**config.mk**
```make
export PLATFORM = sky130hd
export DESIGN_NAME = rsel_top
export DESIGN_NICKNAME = d
export VERILOG_FILES = /design/src/rtl/rsel_pkg.sv /design/src/rtl/rsel_src.sv /design/src/rtl/rsel_dst.sv /design/src/rtl/rsel_alu.sv /design/src/rtl/rsel_top.sv
export SDC_FILE = /design/constraint.sdc
export NUM_CORES = 1
export LEC_CHECK = 0
export BUFFER_PORTS_ARGS = -buffer_cell sky130_fd_sc_hd__buf_2
export CORE_AREA = 2 2 50 61
export DETAILED_ROUTE_END_ITERATION = 10
export DIE_AREA = 0 0 52 63
export PLACE_DENSITY_LB_ADDON = 0.08
export SKIP_CTS_REPAIR_TIMING = 1
export SLEW_MARGIN = 20
export SYNTH_ARGS = -nofsm -noshare
export SYNTH_HDL_FRONTEND = slang
export SYNTH_SLANG_ARGS = --single-unit
```
**constraint.sdc**
```tcl
create_clock -name clk -period 1.2 [get_ports clk]
set_input_delay 0.06 -clock clk [delete_from_list [all_inputs] [get_ports clk]]
set_output_delay 0.06 -clock clk [all_outputs]
set_load 0.02 [all_outputs]
```
**src/rtl/rsel_pkg.sv**
```systemverilog
// Shared encodings for the register port and ALU operand selector.
// Assumes a 4-bit opcode space; index values are parameters of the modules.
package rsel_pkg;

    localparam int OPC_W = 4;

    typedef enum logic [OPC_W-1:0] {
        OPC_HALT  = 4'h0,
        OPC_NOP   = 4'h1,
        OPC_MOVE  = 4'h2,
        OPC_IMOV  = 4'h3,
        OPC_STORE = 4'h4,
        OPC_LOAD  = 4'h5,
        OPC_ARITH = 4'h6,
        OPC_JUMP  = 4'h7,
        OPC_CALL  = 4'h8,
        OPC_RET   = 4'h9,
        OPC_PUSH  = 4'hA,
        OPC_POP   = 4'hB
    } opc_e;

    typedef enum logic [1:0] {
        OPA_READ  = 2'd0,
        OPA_CONST = 2'd1,
        OPA_PLUS8 = 2'd2,
        OPA_MIN8  = 2'd3
    } opa_e;

    typedef enum logic {
        OPB_READ = 1'b0,
        OPB_ZERO = 1'b1
    } opb_e;

    typedef enum logic [1:0] {
        FN_ADD = 2'd0,
        FN_SUB = 2'd1,
        FN_AND = 2'd2,
        FN_XOR = 2'd3
    } fn_e;

endpackage

```
**src/rtl/rsel_src.sv**
```systemverilog
// Read-port index selection. Substitutes the stack index for stack
// instructions and the "none" index where no operand is read.
// Assumes icode is known whenever the result is consumed.
module rsel_src #(
    parameter int REG_W    = 4,
    parameter int SP_IDX   = 4,
    parameter int NONE_IDX = 15
) (
    input  logic [rsel_pkg::OPC_W-1:0] icode,
    input  logic [REG_W-1:0]           ra,
    input  logic [REG_W-1:0]           rb,
    output logic [REG_W-1:0]           src_a,
    output logic [REG_W-1:0]           src_b
);
    import rsel_pkg::*;

    localparam logic [REG_W-1:0] SP   = REG_W'(SP_IDX);
    localparam logic [REG_W-1:0] NONE = REG_W'(NONE_IDX);

    // Choose the register index for each of the two read ports.
    always_comb begin
        src_a = NONE;
        src_b = NONE;
        case (opc_e'(icode))
            OPC_MOVE:  src_a = ra;
            OPC_STORE: begin src_a = ra; src_b = rb; end
            OPC_LOAD:  src_b = rb;
            OPC_ARITH: begin src_a = ra; src_b = rb; end
            OPC_PUSH:  begin src_a = ra; src_b = SP; end
            OPC_CALL:  src_b = SP;
            OPC_POP,
            OPC_RET:   begin src_a = SP; src_b = SP; end
            default:   ;
        endcase
    end
endmodule

```
**src/rtl/rsel_dst.sv**
```systemverilog
// Write-port index selection for the ALU-result and memory-value ports.
// Gates the conditional move by cnd. Assumes cnd is final when sampled.
module rsel_dst #(
    parameter int REG_W    = 4,
    parameter int SP_IDX   = 4,
    parameter int NONE_IDX = 15
) (
    input  logic [rsel_pkg::OPC_W-1:0] icode,
    input  logic [REG_W-1:0]           ra,
    input  logic [REG_W-1:0]           rb,
    input  logic                       cnd,
    output logic [REG_W-1:0]           dst_e,
    output logic [REG_W-1:0]           dst_m
);
    import rsel_pkg::*;

    localparam logic [REG_W-1:0] SP   = REG_W'(SP_IDX);
    localparam logic [REG_W-1:0] NONE = REG_W'(NONE_IDX);

    // Choose the register index for each of the two write ports.
    always_comb begin
        dst_e = NONE;
        dst_m = NONE;
        case (opc_e'(icode))
            OPC_MOVE:  dst_e = cnd ? rb : NONE;
            OPC_IMOV:  dst_e = rb;
            OPC_LOAD:  dst_m = ra;
            OPC_ARITH: dst_e = rb;
            OPC_PUSH,
            OPC_CALL,
            OPC_RET:   dst_e = SP;
            OPC_POP:   begin dst_e = SP; dst_m = ra; end
            default:   ;
        endcase
    end
endmodule

```
**src/rtl/rsel_alu.sv**
```systemverilog
// ALU operand and operation selection, plus the condition-code update
// strobe. Only the arithmetic opcode takes its function from ifun.
module rsel_alu (
    input  logic [rsel_pkg::OPC_W-1:0] icode,
    input  logic [3:0]                 ifun,
    output rsel_pkg::opa_e             a_sel,
    output rsel_pkg::opb_e             b_sel,
    output rsel_pkg::fn_e              fn,
    output logic                       set_cc
);
    import rsel_pkg::*;

    // Choose operands and operation for the decoded opcode.
    always_comb begin
        a_sel  = OPA_READ;
        b_sel  = OPB_ZERO;
        fn     = FN_ADD;
        set_cc = 1'b0;
        case (opc_e'(icode))
            OPC_MOVE:  begin a_sel = OPA_READ;  b_sel = OPB_ZERO; end
            OPC_IMOV:  begin a_sel = OPA_CONST; b_sel = OPB_ZERO; end
            OPC_STORE,
            OPC_LOAD:  begin a_sel = OPA_CONST; b_sel = OPB_READ; end
            OPC_ARITH: begin
                a_sel  = OPA_READ;
                b_sel  = OPB_READ;
                fn     = fn_e'(ifun[1:0]);
                set_cc = 1'b1;
            end
            OPC_PUSH,
            OPC_CALL:  begin a_sel = OPA_MIN8;  b_sel = OPB_READ; end
            OPC_POP,
            OPC_RET:   begin a_sel = OPA_PLUS8; b_sel = OPB_READ; end
            default:   ;
        endcase
    end
endmodule

```
**src/rtl/rsel_top.sv**
```systemverilog
// Register port and ALU operand selector. Combines the read, write and
// ALU selections and presents them through one output register stage
// (OUT_REG=1) or directly (OUT_REG=0). Idle cycles present "no access".
module rsel_top #(
    parameter int REG_W    = 4,
    parameter int SP_IDX   = 4,
    parameter int NONE_IDX = 15,
    parameter bit OUT_REG  = 1'b1
) (
    input  logic             clk,
    input  logic             rst_n,
    input  logic             in_valid,
    input  logic [3:0]       icode,
    input  logic [3:0]       ifun,
    input  logic [REG_W-1:0] ra,
    input  logic [REG_W-1:0] rb,
    input  logic             cnd,
    output logic             out_valid,
    output logic [REG_W-1:0] src_a,
    output logic [REG_W-1:0] src_b,
    output logic [REG_W-1:0] dst_e,
    output logic [REG_W-1:0] dst_m,
    output logic [1:0]       alu_a_sel,
    output logic             alu_b_sel,
    output logic [1:0]       alu_fn,
    output logic             set_cc
);
    import rsel_pkg::*;

    localparam logic [REG_W-1:0] NONE = REG_W'(NONE_IDX);

    logic [REG_W-1:0] c_src_a, c_src_b, c_dst_e, c_dst_m;
    opa_e             c_a_sel;
    opb_e             c_b_sel;
    fn_e              c_fn;
    logic             c_cc;

    rsel_src #(.REG_W(REG_W), .SP_IDX(SP_IDX), .NONE_IDX(NONE_IDX)) u_src (
        .icode(icode), .ra(ra), .rb(rb), .src_a(c_src_a), .src_b(c_src_b)
    );

    rsel_dst #(.REG_W(REG_W), .SP_IDX(SP_IDX), .NONE_IDX(NONE_IDX)) u_dst (
        .icode(icode), .ra(ra), .rb(rb), .cnd(cnd),
        .dst_e(c_dst_e), .dst_m(c_dst_m)
    );

    rsel_alu u_alu (
        .icode(icode), .ifun(ifun),
        .a_sel(c_a_sel), .b_sel(c_b_sel), .fn(c_fn), .set_cc(c_cc)
    );

    // Next-stage control word: real selection or the idle word.
    logic             n_valid, n_b, n_cc;
    logic [REG_W-1:0] n_sa, n_sb, n_de, n_dm;
    logic [1:0]       n_a, n_fn;

    // Force the idle word when no instruction is present.
    always_comb begin
        n_valid = in_valid;
        n_sa    = in_valid ? c_src_a : NONE;
        n_sb    = in_valid ? c_src_b : NONE;
        n_de    = in_valid ? c_dst_e : NONE;
        n_dm    = in_valid ? c_dst_m : NONE;
        n_a     = in_valid ? c_a_sel : OPA_READ;
        n_b     = in_valid ? c_b_sel : OPB_ZERO;
        n_fn    = in_valid ? c_fn    : FN_ADD;
        n_cc    = in_valid & c_cc;
    end

    generate
        if (OUT_REG) begin : g_reg
            // Capture the control word; reset loads the idle word.
            always_ff @(posedge clk) begin
                if (!rst_n) begin
                    out_valid <= 1'b0;
                    src_a     <= NONE;
                    src_b     <= NONE;
                    dst_e     <= NONE;
                    dst_m     <= NONE;
                    alu_a_sel <= OPA_READ;
                    alu_b_sel <= OPB_ZERO;
                    alu_fn    <= FN_ADD;
                    set_cc    <= 1'b0;
                end else begin
                    out_valid <= n_valid;
                    src_a     <= n_sa;
                    src_b     <= n_sb;
                    dst_e     <= n_de;
                    dst_m     <= n_dm;
                    alu_a_sel <= n_a;
                    alu_b_sel <= n_b;
                    alu_fn    <= n_fn;
                    set_cc    <= n_cc;
                end
            end
        end else begin : g_comb
            // Pass the control word straight through.
            always_comb begin
                out_valid = n_valid;
                src_a     = n_sa;
                src_b     = n_sb;
                dst_e     = n_de;
                dst_m     = n_dm;
                alu_a_sel = n_a;
                alu_b_sel = n_b;
                alu_fn    = n_fn;
                set_cc    = n_cc;
            end
        end
    endgenerate
endmodule

```
# == Word level (Yosys, flattened, before mapping) ==
# Cells that the tools add are included.
# totals
ff_bits,23
latch_bits,0
ramBits,0
rom_bits,0
inputBits,20
wordCells,38
mem_count,0
# classes
addsub,0
n_mul,0
n_div,0
magnitude_cmp,0
n_eq_ne,9
shift,0
mux,7
bitwise_logic,1
reduce_logical,12
# op_table
operator,count
$eq 4x4->1 const B,4
$pmux 4 s2,2
$eq 4x3->1 const B,3
$pmux 4 s3,1
$eq 4x2->1 const B,2
$reduce_or 2->1,4
$reduce_or 4->1,2
$reduce_or 7->1,1
$pmux 2 s3,1
$reduce_and 3->1,2
$reduce_or 3->1,2
$mux 4,1
$mux 1,2
$reduce_and 2->1,1
$and 1x1->1,1

# == Longest topological paths before layout ==
# Gate-level depths: netlist of run 1.
# logic_depth
ltp_word,3
depth_mapped,5
mapped_depth_nobuf,4

# == Modules after synthesis ==
# A second synthesis of run 1 with hierarchy kept.
# unflattened
cells_unflattened,102
hier_area_um2,988.4
# modules_own_cells
module,n_inst,cells_per_inst,area_each_um2
rsel_top,1,50,656.9
rsel_dst,1,20,136.4
rsel_src,1,21,115.1
rsel_alu,1,11,80.1

# == Worst setup path after synthesis of run 1 ==
# OpenSTA, ideal clock, no wires.
# synth_path
path_type,input -> register
start,input port icode[0]
end,register dst_e[2]
setup_time_ns,0.134
arrival_time_ns,0.765
path_slack_ns,0.301
stages,4
path_buffers,1
path_cell_list,buf_2 > nand2_1 > nand3_1 > or4_1
# synth_via
elab_chain_cells,3
# synth_lines
item,line,source
"start, declared",rsel_top.sv:13,"input logic [3:0] icode,"
$eq 4x4->1 (tied with other cells),rsel_dst.sv:24,case (opc_e'(icode))
$reduce_or 4->1 (no line) / $reduce_or 2->1 (equally long branches),n/a,
$pmux 4 s3 *,rsel_dst.sv:24,
"end signal, assigned",rsel_top.sv:88,dst_e <= n_de;
"end, declared",rsel_top.sv:21,"output logic [REG_W-1:0] dst_e,"
# Every way passes the cells marked *; elsewhere a longest branch is shown, timed or not.
# A chain may end at the register's enable or synchronous reset.

# == Worst setup path after layout of run 1 ==
# layout_path
start,input port rb[2]
end,register dst_e[2]
# layout_via
elab_chain_cells,2
# layout_lines
item,line,source
"start, declared",rsel_top.sv:16,"input logic [REG_W-1:0] rb,"
$mux 4,rsel_dst.sv:25,OPC_MOVE: dst_e = cnd ? rb : NONE;
$pmux 4 s3 *,rsel_dst.sv:24,
# Marks and branches as above.

==> results.json, run 1 <==
{
  "status": "completed",
  "drc": 0,
  "relSlewSlack": 0.789,
  "yosys_warnings": 0,
  "gp_congestion": 0.714,
  "ys_seq_area_frac": 0.584,
  "grtUsageMet2": 0.150,
  "track_usage": 0.107,
  "final.min_clock_period_ns": 1.05,
  "leakagePower_uw": 0.000486,
  "whs_endpoint": "dst_e[3]",
  "ys_top_cells_by_area": "dfxtp_1 58%, o21ai_1 4.4%, nand2b_1 4.0%",
  "multi_input_area_um2": 307,
  "avgSynthCellArea_um2": 9.98,
  "whs_path_depth": 2,
  "drive_gt1_frac": 0.374,
  "yosys.area.top_type": "dfxtp_1",
  "crit_buf_inv": 2,
  "core_um2": 2710,
  "tightest_slew_ns": 0.316,
  "synth_top_cell_area_share": 0.584,
  "cp.required_ns": 1.38,
  "rows": 21,
  "clock_path_buffers": 2,
  "die_area_um2": 3280,
  "hp-start": "rb[3]",
  "rsz0062_at_grt": "no",
  "syn-cell-area_um2": 788,
  "path_clk_slew_ns": 0.11,
  "fillCellCount": 298,
  "cts_made_buffers": 3,
  "totalPowerFinal_uw": 1300,
  "finalSetupViolCount": 0,
  "cp.arrival_ns": 1.24,
  "antenna_found_initial": 0,
  "cts_sinks": 23,
  "synth_cell_types": 24,
  "port_buffers": 40,
  "gr-usage-met3": 0.0239,
  "dieHeight_um": 63,
  "crit_start": "rb[2]",
  "tns_ns": 0,
  "path_class": "in2reg",
  "final-seq-area_um2": 460,
  "htreeDepth": 1,
  "wl_per_cell_um": 10.6,
  "crit_family": "buffers and inverters",
  "cts_tree": "built",
  "antenna_violating_nets_post_route": 0,
  "hpwlAfterDp_mm": 1.33,
  "start_util": 0.291,
  "via_count": 700,
  "clock.fmax_mhz": 948,
  "final.period_utilization": 0.879,
  "viasPerCell": 4.24,
  "grt.overflow.total": 0,
  "final-hold-violation-count": 0,
  "crit_fanout": 2,
  "nets": 152,
  "slowest_delay_ns": 0.54,
  "top_usage_layer": "met2",
  "synth_nets": 99,
  "final_common_cell": "buf_2",
  "crit_path_cell_trace": "dlygate4sd3_1 -> buf_2 -> or4_1",
  "die_w_um": 52,
  "synth-seq-cells": 23,
  "hold_path_class": "in2reg",
  "synthCells": 79,
  "crit_slowest_cell": "dlygate4sd3_1",
  "p_per_area_nw_per_um2": 1140,
  "initialDrtViolationCount": 8,
  "pin_count": 43,
  "maxCapViolCount": 0,
  "slew_viol_final": 0,
  "most-common-layout-cells": "40 x buf_2, 23 x dfxtp_1, 7 x o21ai_1, 7 x dlygate4sd3_1, 6 x nand2_1",
  "grt_pass1_wl_mm": 2.66,
  "num_antenna_cells": 0,
  "endpoint_kind": "register",
  "grt_max_degree": 13,
  "start_kind": "primary input",
  "cts_root_buf": "clkbuf_4",
  "irDropWorstVdd_v": 0.000456,
  "grt_pass1_vias": 610,
  "areaGrowthSynthToFinish_pct": 44.6,
  "wl_mm": 1.75,
  "dr.pass1.iters": 4,
  "use_met1": 0.149
}
==> per-stage QoR <==
| stage | cell area (um^2) | worst slack [ns] | cells | util | hold WS, ns |
|---|---|---|---|---|---|
| 4_1_cts | 1070 | 0.340 | 158 | 0.395 | -0.0557 |
| 5_1_grt | 1140 | 0.114 | 165 | 0.421 | 0.00542 |
| 6_report | 1140 | 0.145 | 165 | 0.421 | 0.0129 |
| 2_1_floorplan | 788 | 0.301 | 79 | - | 0.158 |
| 3_5_place_dp | 1040 | 0.159 | 154 | 0.386 | 0.267 |
| 3_3_place_gp | 1040 | 0.167 | 154 | 0.386 | 0.266 |
==> report_power, final <==
| part | leakage [uW] | switching [uW] | internal [uW] |
|---|---|---|---|
| Clock | 0.0000150 | 208 | 129 |
| Sequential | 0.000188 | 3.48 | 782 |
| Combinational | 0.000284 | 98.3 | 80.7 |
| Total | 0.000486 | 310 | 992 |
==> registers in the layout, summed over array words and instances (netlist names), 2 cells and up <==
register	cells
src_a	4
dst_e	4
alu_fn	2
src_b	4
alu_a_sel	2
dst_m	4
==> area by class of cell <==
type                            instances  share of cell area
Multi-Input combinational cell         51               0.269
Timing Repair Buffer                   50               0.257
Sequential cell                        23               0.404
Clock buffer                            4              0.0231
Tap cell                               34              0.0373
Inverter                                3             0.00988
==> routing by layer <==
layer | share of wire | vias up | wire length (um)
met5 | 0 | - | 0
met4 | 0.011 | 0 | 20
met3 | 0.076 | 2 | 132
met2 | 0.44 | 26 | 766
met1 | 0.47 | 296 | 825
li1 | - | 376 | -
==> synthesized netlist by cell type <==
cell type / number
a21o_1: 3
a21oi_2: 1
and2_1: 3
and2b_1: 1
buf_2: 2
dfxtp_1: 23
inv_1: 2
inv_2: 1
mux2i_1: 1
nand2_1: 6
nand2b_1: 5
nand3_1: 2
nand3b_1: 1
nor2_1: 5
nor2b_1: 3
nor3_1: 4
nor4_2: 1
o21ai_0: 1
o21ai_1: 7
o31a_1: 3
o32ai_1: 1
or3_1: 1
or3b_1: 1
or4_1: 1
==> kinds of logic (layout without fill, tap and decap cells) <==
family / count (synthesis) / count (layout) / synth area share
AOI/OAI and AO/OA: 16 / 16 / 0.135
muxes: 1 / 1 / 0.0127
and+or+nand+nor: 34 / 34 / 0.241
buffers and inverters: 5 / 57 / 0.0270
DFF: 23 / 23 / 0.584
==> how the worst max path moves through the flow <==
| stage | slack [ns] | cells after the start | endpoint |
|---|---|---|---|
| floorplan | 0.30 | 4 | dst_e[2] |
| global route | 0.11 | 3 | dst_e[2] |
| global placement | 0.17 | 4 | dst_e[2] |
| detailed placement | 0.16 | 4 | dst_e[2] |
| CTS | 0.34 | 1 | src_a[0] |
| finish | 0.15 | 3 | dst_e[2] |
Power figures use the tool's default switching activity.
==> run 2, diff against run 1 <==
--- a/config.mk
+++ b/config.mk
@@ -10,6 +10,8 @@
 export DETAILED_ROUTE_END_ITERATION = 10
 export DIE_AREA = 0 0 52 63
+export HOLD_SLACK_MARGIN = 0.1
 export PLACE_DENSITY_LB_ADDON = 0.08
 export SKIP_CTS_REPAIR_TIMING = 1
+export SKIP_LAST_GASP = 1
 export SLEW_MARGIN = 20
 export SYNTH_ARGS = -nofsm -noshare
==> constraint.sdc (replaced) <==
create_clock -name clk -period 1.2 [get_ports clk]
set_input_delay 0.06 -clock clk [delete_from_list [all_inputs] [get_ports clk]]
set_output_delay 0.06 -clock clk [all_outputs]
set_load 0.01 [all_outputs]
==> results.json, run 2 (synthesis gave the netlist of run 1 again) <==
{
  "status": "completed",
  "grt_pass1_wl_mm": 2.66,
  "die_area_um2": 3280,
  "fillCellCount": 293,
  "slew_viol_final": 0,
  "start_kind": "primary input",
  "path_clk_slew_ns": 0.12,
  "gp_congestion": 0.714,
  "grtUsageMet2": 0.150,
  "hold_path_class": "in2reg",
  "final.period_utilization": 0.880,
  "core_um2": 2710,
  "top_usage_layer": "met2",
  "maxCapViolCount": 0,
  "hp-start": "rst_n",
  "areaGrowthSynthToFinish_pct": 51.0,
  "final.min_clock_period_ns": 1.06,
  "tns_ns": 0,
  "final_common_cell": "buf_2",
  "rows": 21,
  "dr.pass1.iters": 4,
  "clock.fmax_mhz": 947,
  "irDropWorstVdd_v": 0.000457,
  "cp.arrival_ns": 1.24,
  "cts_root_buf": "clkbuf_4",
  "dieHeight_um": 63,
  "final-seq-area_um2": 460,
  "rsz0062_at_grt": "no",
  "path_class": "in2reg",
  "tightest_slew_ns": 0.315,
  "crit_fanout": 2,
  "cts_made_buffers": 3,
  "use_met1": 0.149,
  "relSlewSlack": 0.789,
  "nets": 157,
  "cp.required_ns": 1.38,
  "gr-usage-met3": 0.0239,
  "leakagePower_uw": 0.000507,
  "p_per_area_nw_per_um2": 1090,
  "multi_input_area_um2": 307,
  "initialDrtViolationCount": 2,
  "whs_path_depth": 4,
  "port_buffers": 40,
  "num_antenna_cells": 0,
  "via_count": 721,
  "antenna_violating_nets_post_route": 0,
  "track_usage": 0.107,
  "grt_max_degree": 13,
  "cts_tree": "built",
  "hpwlAfterDp_mm": 1.33,
  "drc": 0,
  "clock_path_buffers": 2,
  "most-common-layout-cells": "40 x buf_2, 23 x dfxtp_1, 12 x dlygate4sd3_1, 7 x o21ai_1, 6 x nand2_1",
  "grt.overflow.total": 0,
  "wl_mm": 1.82,
  "start_util": 0.291,
  "totalPowerFinal_uw": 1300,
  "drive_gt1_frac": 0.360,
  "wl_per_cell_um": 10.7,
  "finalSetupViolCount": 0,
  "htreeDepth": 1,
  "viasPerCell": 4.24,
  "grt_pass1_vias": 610,
  "endpoint_kind": "register",
  "die_w_um": 52,
  "whs_endpoint": "dst_m[1]",
  "antenna_found_initial": 0,
  "cts_sinks": 23,
  "pin_count": 43,
  "final-hold-violation-count": 0
}
## run 2: changes by cell type in the layout (fill, tap and decap cells not counted), sizes merged
cell / before / now
dlygate4sd3: 7 / 12
## run 2: how the worst max path moves through the flow
stage | startpoint | end | slack (ns)
floorplan | icode[0] | dst_e[2] | 0.30
global placement | icode[3] | dst_e[2] | 0.17
detailed placement | icode[3] | dst_e[2] | 0.16
CTS | src_a[0] | src_a[0] | 0.37
global route | icode[1] | alu_fn[0] | 0.04
finish | rb[2] | dst_e[2] | 0.14
## run 2: area by class of cell
| cell class | count | share of cell area |
|---|---|---|
| clock buffer | 4 | 0.0221 |
| sequential | 23 | 0.387 |
| timing repair buffer | 55 | 0.288 |
| inverter | 3 | 0.00946 |
| multi-input combinational | 51 | 0.258 |
| tap | 34 | 0.0358 |
## run 2: worst max-delay path: stages
cell and delay, ns:
dlygate4sd3_1 0.54, buf_2 0.13, or4_1 0.51
## run 2: power breakdown
group / internal (uW) / total, uW / switching (uW)
registers: 782 / 786 / 3.50
clock network: 129 / 339 / 209
logic: 91.2 / 177 / 85.7
## run 2: stage by stage
stage	utilization	worst slack (ns)	std cells	hold WS (ns)	cell area, um^2
floorplan	-	0.301	79	0.158	788
detailed placement	0.386	0.159	154	0.267	1040
global route	0.440	0.0413	170	0.105	1190
finish	0.440	0.144	170	0.0840	1190
CTS	0.395	0.374	158	-0.0557	1070
global placement	0.386	0.167	154	0.266	1040
## run 2: metal layers
layer,wire length [um],vias to the layer above,share of wire
met5,0,-,0
met4,20,0,0.011
met3,124,2,0.068
met2,800,24,0.44
met1,872,309,0.48
li1,-,386,-
==> run 3, diff against run 2 <==
==> constraint.sdc (replaced) <==
create_clock -name clk -period 1.2 [get_ports clk]
set_input_delay 0.36 -clock clk [delete_from_list [all_inputs] [get_ports clk]]
set_output_delay 0.36 -clock clk [all_outputs]
set_load 0.02 [all_outputs]
==> results.json, run 3 (synthesis gave the netlist of run 1 again) <==
{
  "clock.fmax_mhz": 872,
  "drive_gt1_frac": 0.427,
  "crit_family": "flip-flops",
  "clock_path_buffers": 2,
  "final.period_utilization": 0.956,
  "relSlewSlack": 0.774,
  "dr.pass1.iters": 2,
  "maxCapViolCount": 0,
  "core_um2": 2710,
  "cp.required_ns": 0.84,
  "crit_buf_inv": 1,
  "cp.arrival_ns": 0.79,
  "final-seq-area_um2": 460,
  "rsz0062_at_grt": "no",
  "antenna_violating_nets_post_route": 0,
  "gp_congestion": 0.788,
  "status": "completed",
  "fillCellCount": 298,
  "endpoint_kind": "primary output",
  "final_common_cell": "buf_2",
  "grt_pass1_wl_mm": 2.73,
  "grt_max_degree": 13,
  "antenna_found_initial": 0,
  "crit_fanout": 1,
  "final_core_utilization": 0.415,
  "cts_sinks": 23,
  "cts_tree": "built",
  "start_kind": "register",
  "areaGrowthSynthToFinish_pct": 42.4,
  "hpwlAfterDp_mm": 1.32,
  "leakagePower_uw": 0.000491,
  "slowest_delay_ns": 0.33,
  "multi_input_area_um2": 307,
  "crit_slowest_cell": "dfxtp_1",
  "die_w_um": 52,
  "fin_ws_ns": 0.0534,
  "dieHeight_um": 63,
  "viasPerCell": 4.21,
  "pin_count": 43,
  "cts_root_buf": "clkbuf_4",
  "die_area_um2": 3280,
  "nets": 152,
  "p_per_area_nw_per_um2": 1160,
  "wl_per_cell_um": 10.3,
  "track_usage": 0.109,
  "wl_mm": 1.69,
  "drc": 0,
  "tightest_slew_ns": 0.339,
  "pre_cts_ws_ns": -0.139,
  "most-common-layout-cells": "40 x buf_2, 23 x dfxtp_1, 10 x buf_4, 7 x o21ai_1, 6 x nand2_1",
  "grt_pass1_vias": 630,
  "hold_path_class": "in2reg",
  "final-hold-violation-count": 0,
  "num_antenna_cells": 0,
  "htreeDepth": 1,
  "initialDrtViolationCount": 7,
  "start_util": 0.291,
  "irDropWorstVdd_v": 0.000503,
  "grt.overflow.total": 0,
  "path_clk_slew_ns": 0.12,
  "slew_viol_final": 0,
  "port_buffers": 40,
  "final.min_clock_period_ns": 1.15,
  "rows": 21,
  "cts_made_buffers": 3,
  "via_count": 695,
  "path_class": "reg2out",
  "crit_path_cell_trace": "buf_2",
  "finalSetupViolCount": 0
}
-- run 3: cell types whose count changed in the layout (fill, tap and decap cells not counted) --
| cell | previous run | this run |
|---|---|---|
| buf_4 | 3 | 10 |
| dlygate4sd3_1 | 12 | 0 |
-- run 3: per-stage QoR --
step                area (um^2)  setup TNS, ns  total power, uW  std cells  hold slack [ns]
floorplan                   788              0              892         79            0.458
global placement           1100         -0.935              982        161            0.565
detailed placement         1100          -1.03              983        161            0.571
CTS                        1120              0             1330        165            0.248
global route               1120              0             1380        165            0.247
finish                     1120              0             1310        165            0.254
-- run 3: layer usage --
| layer | up-vias | GRT usage | routed length, um |
|---|---|---|---|
| li1 | 372 | - | - |
| met1 | 297 | 0.159 | 835 |
| met2 | 24 | 0.149 | 718 |
| met3 | 2 | 0.0167 | 115 |
| met4 | 0 | 0.0592 | 21 |
| met5 | - | 0 | 0 |
-- run 3: power breakdown --
group	leakage, uW	switching [uW]	internal, uW
registers	0.000188	3.82	783
clock network	0.0000150	213	129
logic	0.000288	98.1	80.3
total	0.000491	315	992
-- run 3: worst paths after layout --
| kind | to | startpoint | cells past startpoint | slack [ns] |
|---|---|---|---|---|
| worst max-delay path | src_a[0] | src_a[0] | 1 | 0.05 |
| worst min-delay path | alu_fn[0] | ifun[0] | 2 | 0.25 |
-- run 3: final cells by class --
cell class,instances,share of cell area
clock buffers,4,0.0234
inverters,3,0.0100
repair buffers,50,0.245
well taps,34,0.0379
multi-input cells,51,0.273
flip-flops and latches,23,0.410
